$ cat config.mk
export PLATFORM = sky130hd
export DESIGN_NAME = ecq_refill_arbiter
export DESIGN_NICKNAME = d
export VERILOG_FILES = /design/src/rtl/ecq_refill_arbiter.sv
export SDC_FILE = /design/constraint.sdc
export NUM_CORES = 1
export LEC_CHECK = 0
export ABC_AREA = 1
export BUFFER_PORTS_ARGS = -buffer_cell sky130_fd_sc_hd__buf_2
export CORE_ASPECT_RATIO = 2
export CORE_MARGIN = 2
export CORE_UTILIZATION = 30
export DETAILED_ROUTE_END_ITERATION = 12
export PLACE_DENSITY = 0.54
export SETUP_SLACK_MARGIN = 0.02
export SKIP_CTS_REPAIR_TIMING = 1
export SLEW_MARGIN = 20
export SYNTH_ARGS = -nofsm -noshare
export SYNTH_HDL_FRONTEND = slang
export SYNTH_SLANG_ARGS = --single-unit
$ cat constraint.sdc
create_clock -name clk -period 13 [get_ports clk]
set_input_delay 1.3 -clock clk [delete_from_list [all_inputs] [get_ports clk]]
set_output_delay 1.3 -clock clk [all_outputs]
set_load 0.02 [all_outputs]
$ cat src/rtl/ecq_refill_arbiter.sv
module ecq_refill_arbiter #(
  parameter int NQ = 4,
  parameter int B  = 4
) (
  input  logic                  clk,
  input  logic                  rst_n,
  input  logic                  req_valid,
  input  logic [$clog2(NQ)-1:0] req_queue,
  output logic                  grant_valid,
  output logic [$clog2(NQ)-1:0] grant_queue,
  output logic                  repl_valid,
  output logic [$clog2(NQ)-1:0] repl_queue,
  output logic                  underflow
);
  localparam int QW    = $clog2(NQ);
  localparam int DEPTH = NQ * (B - 1) + 1;
  localparam int OCCW  = $clog2(DEPTH + B + 1);
  localparam int SW    = $clog2(B);

  logic [DEPTH-1:0] pv;
  logic [QW-1:0]    pq [DEPTH];
  logic [OCCW-1:0]  occ [NQ];
  logic [OCCW-1:0]  occ_nx [NQ];
  logic [SW-1:0]    slot;
  logic             scan_go;
  logic             hit;
  logic [QW-1:0]    pick;
  logic             uf_nx;

  wire tail_v = pv[DEPTH-1];
  wire [QW-1:0] tail_q = pq[DEPTH-1];

  assign scan_go = (slot == SW'(B - 1));

  always_comb begin
    logic [OCCW-1:0] cnt;
    hit  = 1'b0;
    pick = '0;
    for (int i = 0; i < DEPTH; i++) begin
      cnt = '0;
      for (int j = i; j < DEPTH; j++)
        if (pv[j] && pq[j] == pq[i]) cnt = cnt + OCCW'(1);
      if (pv[i] && cnt > occ[pq[i]]) begin
        hit  = 1'b1;
        pick = pq[i];
      end
    end
  end

  always_comb begin
    logic [OCCW-1:0] sum;
    uf_nx = 1'b0;
    for (int q = 0; q < NQ; q++) begin
      sum = occ[q] + ((scan_go && hit && pick == QW'(q)) ? OCCW'(B) : '0);
      occ_nx[q] = sum;
      if (tail_v && tail_q == QW'(q)) begin
        if (sum == '0) uf_nx = 1'b1;
        else occ_nx[q] = sum - OCCW'(1);
      end
    end
  end

  always_ff @(posedge clk) begin
    if (!rst_n) begin
      pv          <= '0;
      slot        <= '0;
      grant_valid <= 1'b0;
      grant_queue <= '0;
      repl_valid  <= 1'b0;
      repl_queue  <= '0;
      underflow   <= 1'b0;
      for (int i = 0; i < DEPTH; i++) pq[i] <= '0;
      for (int q = 0; q < NQ; q++) occ[q] <= '0;
    end else begin
      pv    <= {pv[DEPTH-2:0], req_valid};
      pq[0] <= req_queue;
      for (int i = 1; i < DEPTH; i++) pq[i] <= pq[i-1];
      slot        <= scan_go ? '0 : slot + SW'(1);
      grant_valid <= tail_v;
      grant_queue <= tail_q;
      repl_valid  <= scan_go && hit;
      repl_queue  <= pick;
      underflow   <= uf_nx;
      for (int q = 0; q < NQ; q++) occ[q] <= occ_nx[q];
    end
  end

  p_idle_in_reset_r1: assert property (@(posedge clk)
    !rst_n |=> !grant_valid && !repl_valid && !underflow);

  p_tail_becomes_grant_r2: assert property (@(posedge clk) disable iff (!rst_n)
    tail_v |=> grant_valid && grant_queue == $past(tail_q));

  p_repl_spacing_r3: assert property (@(posedge clk) disable iff (!rst_n)
    repl_valid |=> !repl_valid);

  p_refill_lands_r4: assert property (@(posedge clk) disable iff (!rst_n)
    repl_valid |-> occ[repl_queue] >= OCCW'(B - 1));

  p_no_repl_when_empty_r5: assert property (@(posedge clk) disable iff (!rst_n)
    (pv == '0) |=> !repl_valid);

  p_underflow_with_grant_r6: assert property (@(posedge clk) disable iff (!rst_n)
    underflow |-> grant_valid);
endmodule

==> impl_results.md, run 1 <==
* Synth top cells by count: nand2_1, inv_1, nor2_1
* TritonCTS clock tree: yes
* Die height at 309 um
* Starting DRC count in detailed routing at 968
* Seq cells post-synth at 68
* Post-Synthesis Cells at 2424
* Register area at 1360 um^2
* Data arrival, critical path at 11.00 ns
* Unrepaired setup endpoints after global routing: no
* Fillers at 5154
* Worst hold slack at 0.429 ns
* 1st-pass router iterations at 7
* Number of vias per cell at 5.17
* Yosys Warn Count at 0
* Root Driver: clkbuf_16
* Fmax at 93.4 MHz
* DR WL/cell at 16.9 um
* Number of global-route vias before repair at 14854
* Area growth, synth to finish at 6.33%
* Kind of end point of the critical path: register
* Syn Std Cell Area at 13900 um^2
* Max IR drop VDD at 0.0764 mV
* Status: finished clean
* Synth top area share at 18.8%
* Ports at 12
* NumNets Final at 2540
* Num CTS Buffers at 9
* Post-route insts no fill at 2955
* Fin crit share at 82.3%
* Max-slew headroom at 34.8%
* Die width at 156 um
* Synth top area cells: nand2_1, ha_1, dfxtp_1, inv_1, xnor2_1
* Synth cell types at 64
* Primary FF master, synth: dfxtp_1
* Rows at 111
* Avg Synthesized Cell Area at 5.74 um^2
* Placer congestion estimate at 0.907
* Hold Path Depth at 1
* Sequential-to-total area share from yosys stat at 9.78%
* CP max FO at 24
* H-tree depth at 3
* Initial antenna violation count at 0
* Final setup skew at 0.0206 ns
* Clk pin slew, worst setup/hold paths at 0.07 ns
* Worst path slowest cell: dfxtp_1
* Placed Cells at 2938
* Worst Setup Start Kind: register
* R2R depth at 69
* Core region area at 45800 um^2
* Total chip power at 0.593 mW
* Crit path largest cell delay at 0.96 ns
* Layout cells sized above 1 at 6.70%
* Total number of vias at 15269
* CP Data Required Time at 13.30 ns
* Power Dens Cells at 40.1 nW/um^2
* Most frequent cell after synthesis: nand2_1
* Tmin final at 10.70 ns
* GRT Overall Usage at 20.7%
* Max-slew violations at 0
* Final setup viols at 0
* Area taken by multi-input logic gates at 10600 um^2
* DPL Wire Length at 38.3 mm
* Async set or reset register ratio after synthesis at 0%
* Final Hold Violating Endpoints at 0
* Max cap viols at 0
* Clock Latency Late Sink at 0.38 ns
* Total die area at 48200 um^2
* Worst Tran Pin Value at 0.977 ns
* CTS sink count at 68
* Post-synth EDFFs at 0
* Max clock buf depth at 2
* ANT nets after route at 0
* DRC errors left at 0
* Pin count of the biggest net entering global routing at 56
* Final core area utilization at 32.3%
* Final WL at 49.8 mm
* Worst Path Class, Setup: reg -> reg
* Starting Density at 30.4%
* Largest area contributor in the netlist: nand2_1
* GR Overflow Total at 0
* Port bufs at 11
* Lkg Pwr at 7.68 nW
* First-pass GRT wire length at 77.2 mm
* CP most frequent cell: nand2_1
* Setup TNS at 0 ns
* Min-Delay Path Class: reg -> reg
metal layers:
layer | up-vias | global-route usage [%] | routed length (um)
met3 | 197 | 2.06 | 2210
met2 | 477 | 39.8 | 26100
met1 | 6953 | 19.8 | 17200
met4 | 0 | 15.6 | 4240
li1 | 7642 | - | -
met5 | - | 0 | 0
worst paths after layout:
path	start	to	slack [ns]
worst max-delay path	pq[0][4]	occ[3][1]	2.30
worst min-delay path	slot[0]	slot[0]	0.43
worst max register to register	pq[0][4]	occ[3][1]	2.30
worst min register to register	slot[0]	slot[0]	0.43
stage by stage:
stage          setup WS [ns]  area [um^2]
6_report                2.30        14800
5_1_grt                 1.16        14800
4_1_cts                 2.27        14800
3_5_place_dp            2.30        14500
3_3_place_gp            2.53        14500
2_1_floorplan           3.51        13900
cell usage in the layout, fill, tap and decap left out, types with 6 or more instances in the layout:
| cell | synthesis | final |
|---|---|---|
| nor4_1 | 6 | 6 |
| inv_2 | 25 | 25 |
| inv_1 | 360 | 360 |
| a21oi_1 | 167 | 167 |
| buf_4 | 5 | 31 |
| nor2_1 | 207 | 207 |
| xor2_1 | 64 | 64 |
| a31oi_1 | 6 | 6 |
| o21ai_0 | 83 | 83 |
| nand4_1 | 25 | 25 |
| or2_2 | 12 | 12 |
| o21ai_1 | 16 | 16 |
| xnor2_1 | 114 | 114 |
| clkbuf_16 | 0 | 9 |
| mux2_2 | 6 | 6 |
| nand2_2 | 21 | 21 |
| dfxtp_1 | 68 | 68 |
| o221ai_1 | 13 | 13 |
| nor3_1 | 19 | 19 |
| nand3b_1 | 12 | 12 |
| nand2_1 | 696 | 696 |
| o22ai_1 | 7 | 7 |
| buf_2 | 9 | 11 |
| ha_1 | 151 | 151 |
| nand3_2 | 10 | 10 |
| a22oi_1 | 43 | 43 |
| nand3_1 | 127 | 127 |
logic make-up after synthesis:
group           synth area share, %
compound gates                 15.5
xor+xnor                       11.2
fa+ha+maj                      13.6
buf+inv                        13.8
flops                          9.78
mux                           0.486
other cells                  0.0270
simple gates                   35.7
worst max-delay path, delay by kind of cell (launching register included):
kind                     cells  cell delay, ns
AO/OA/AOI/OAI                7            1.09
adder cells (fa/ha/maj)     13            3.38
AND/OR/NAND/NOR             39            4.29
flip-flops                   1            0.96
XOR/XNOR                     2            0.44
buffers and inverters        8            0.48
where the power goes:
group          leakage [nW]  total (mW)  switching, mW  internal [mW]
clock                 0.145       0.281          0.129          0.153
sequential            0.550       0.214        0.00318          0.211
combinational          6.98      0.0979         0.0636         0.0343
area by class of cell:
cell class	instances	share of cell area [%]
diodes	1	0.0169
inverters	393	10.0
well taps	565	4.78
clock inverters	7	0.558
clock buffers	9	1.52
repair buffers	42	1.95
flip-flops and latches	68	9.20
multi-input cells	1870	71.9
state kept, by name, summed over array words and instances, names as in the netlist:
signal,cells
underflow,1
occ,20
pv,13
repl_queue,2
slot,2
repl_valid,1
grant_queue,2
pq,26
grant_valid,1
Note: power is estimated with default switching activity, not from simulation.
==> run 2: changes to the inputs <==
==> constraint.sdc (replaced) <==
create_clock -name clk -period 10.15 [get_ports clk]
set_input_delay 1.015 -clock clk [delete_from_list [all_inputs] [get_ports clk]]
set_output_delay 1.015 -clock clk [all_outputs]
set_load 0.02 [all_outputs]
==> run 2 against run 1 <==
Clock power up 25%. Register-to-register slack got worse by 1.7 ns. Design area increased by 3.4%. Critical path depth grew 1. Largest power group unchanged. Worst setup slack got worse by 1.7 ns. First-iteration DRC count is 0.72% lower. Global-route usage fell by 0.062 points. Wire length grew 0.93%. Via count is 0.75% higher. Sequential power rose by 28%. Count of clock-buffer cells in the layout up 1. Clock skew down 0.0077 ns.
==> impl_results.md, run 2 (same netlist as run 1, synthesis figures left out) <==
* Status: finished clean (unchanged)
* Final worst-path setup slack at 0.632 ns (was 2.30 ns)
* Hold_sp: pq[1][6] (was slot[0])
* Data arrival, critical path at 9.77 ns (was 11.00 ns)
* Number of global-route vias before repair at 14816 (was 14854)
* Max-slew violations at 0 (unchanged)
* Worst path slowest cell: dfxtp_4 (was dfxtp_1)
* GRT Overall Usage at 20.6% (was 20.7%)
* Starting DRC count in detailed routing at 961 (was 968)
* Port bufs at 11 (unchanged)
* Worst hold slack at 0.429 ns (about the same)
* Reg2Reg Setup Slack at 0.63 ns (was 2.30 ns)
* Total chip power at 0.761 mW (was 0.593 mW)
* Final setup viols at 0 (unchanged)
* Worst Tran Pin Value at 1.08 ns (was 0.977 ns)
* Max clock buf depth at 2 (unchanged)
* Initial antenna violation count at 0 (unchanged)
* Placed Cells at 2950 (was 2938)
* DRC errors left at 0 (unchanged)
* DPL Wire Length at 38.5 mm (was 38.3 mm)
* Fin crit share at 93.8% (was 82.3%)
* Placed instance area at 14600 um^2 (was 14500 um^2)
* Max cap viols at 0 (unchanged)
* CP Data Required Time at 10.40 ns (was 13.30 ns)
* GR Overflow Total at 0 (unchanged)
* Fmax at 105 MHz (was 93.4 MHz)
* Biggest regs: pq (26), occ (20), pv (13) (unchanged)
* Number of vias per cell at 5.18 (was 5.17)
* Clk pin slew, worst setup/hold paths at 0.06 ns (was 0.07 ns)
* Die height at 309 um (unchanged)
* Total die area at 48200 um^2 (unchanged)
* 1st-pass router iterations at 5 (was 7)
* Reg-to-reg startpoint: pq[0][5] (was pq[0][4])
* CP most frequent cell: nand2_1 (unchanged)
* Clock Latency Late Sink at 0.37 ns (was 0.38 ns)
* NumNets Final at 2557 (was 2540)
* Root Driver: clkbuf_16 (unchanged)
* Lkg Pwr at 7.79 nW (was 7.68 nW)
* Worst Setup Start Kind: register (unchanged)
* Fillers at 5112 (was 5154)
* Placer congestion estimate at 0.943 (was 0.907)
* Ports at 12 (unchanged)
* CP max FO at 5 (was 24)
* Total number of vias at 15383 (was 15269)
* Kind of end point of the critical path: register (unchanged)
* DR WL/cell at 16.9 um (about the same)
* ANT nets after route at 0 (unchanged)
* Max-slew headroom at 27.3% (was 34.8%)
* Crit path largest cell delay at 0.36 ns (was 0.96 ns)
* Setup TNS at 0 ns (unchanged)
* H-tree depth at 3 (unchanged)
* TritonCTS clock tree: yes (unchanged)
* Biggest register: pq (unchanged)
* Hold Path Depth at 2 (was 1)
* CTS sink count at 68 (unchanged)
* Pre-CTS WS at 0.161 ns (was 2.30 ns)
* Worst Path Class, Setup: reg -> reg (unchanged)
* Final setup skew at 0.0129 ns (was 0.0206 ns)
* Min-Delay Path Class: reg -> reg (unchanged)
* R2R depth at 70 (was 69)
* Most frequent cells in the layout: nand2_1, inv_1, nor2_1, a21oi_1, ha_1 (unchanged)
* Final WL at 50.3 mm (was 49.8 mm)
* Rows at 111 (unchanged)
* Reg2reg end: occ[2][4] (was occ[3][1])
* Pin count of the biggest net entering global routing at 56 (unchanged)
* Post-route cell area at 15300 um^2 (was 14800 um^2)
* Final Hold Violating Endpoints at 0 (unchanged)
* Tmin final at 9.52 ns (was 10.70 ns)
* Antenna fix cells at 0 (was 1)
* Area growth, synth to finish at 9.97% (was 6.33%)
* Max reg flops at 26 (unchanged)
* Die width at 156 um (unchanged)
* Starting Density at 30.4% (unchanged)
* First-pass GRT wire length at 76.9 mm (was 77.2 mm)
* Max IR drop VDD at 0.111 mV (was 0.0764 mV)
* Layout cells sized above 1 at 10.3% (was 6.70%)
* Worst hold path endpoint: pq[1][8] (was slot[0])
* Commonest non-fill, non-tap cell in the layout: nand2_1 (unchanged)
* Num CTS Buffers at 9 (unchanged)
* Core region area at 45800 um^2 (unchanged)
* Power Dens Cells at 49.7 nW/um^2 (was 40.1 nW/um^2)
* Final core area utilization at 33.4% (was 32.3%)
* Post-route insts no fill at 2971 (was 2955)
run 2: layout make-up:
type / instances / area [um^2] / area share (%)
Tap cell: 565 / 707 / 4.62
Clock inverter: 6 / 71.3 / 0.466
Multi-Input combinational cell: 1870 / 11000 / 71.6
Inverter: 393 / 1490 / 9.71
Timing Repair Buffer: 59 / 465 / 3.04
Clock buffer: 10 / 239 / 1.56
Sequential cell: 68 / 1370 / 8.98
run 2: report_power, final:
| group | internal (mW) | switching [mW] |
|---|---|---|
| registers | 0.270 | 0.00333 |
| logic | 0.0484 | 0.0875 |
| clock network | 0.199 | 0.153 |
run 2: routing by layer:
metal	vias to the layer above	wire, um	global-route usage (%)
met5	-	0	0
met1	7071	17400	19.4
met4	0	4290	15.1
met2	480	26500	40.2
met3	171	2110	2.35
li1	7661	-	-
run 2: worst max-delay path by stage:
stage / from / endpoint / slack (ns) / depth (start not counted)
finish: pq[0][5] / occ[2][4] / 0.63 / 70
global route: pq[0][5] / occ[0][0] / -0.04 / 71
CTS: pv[2] / occ[3][0] / 0.12 / 68
detailed placement: pv[2] / occ[3][0] / 0.16 / 68
global placement: pq[0][2] / occ[3][0] / 0.30 / 69
floorplan: pq[0][4] / underflow / 0.66 / 72
run 2: critical path: cells and delay by family, from the launching register on:
family                     cells  cell delay, ns
xor gates and xnor gates       1            0.16
and+or+nand+nor               44            4.40
DFF                            1            0.36
buffers and inverters          6            0.35
adders and majority gates     13            3.39
AOI/OAI and AO/OA              6            0.73
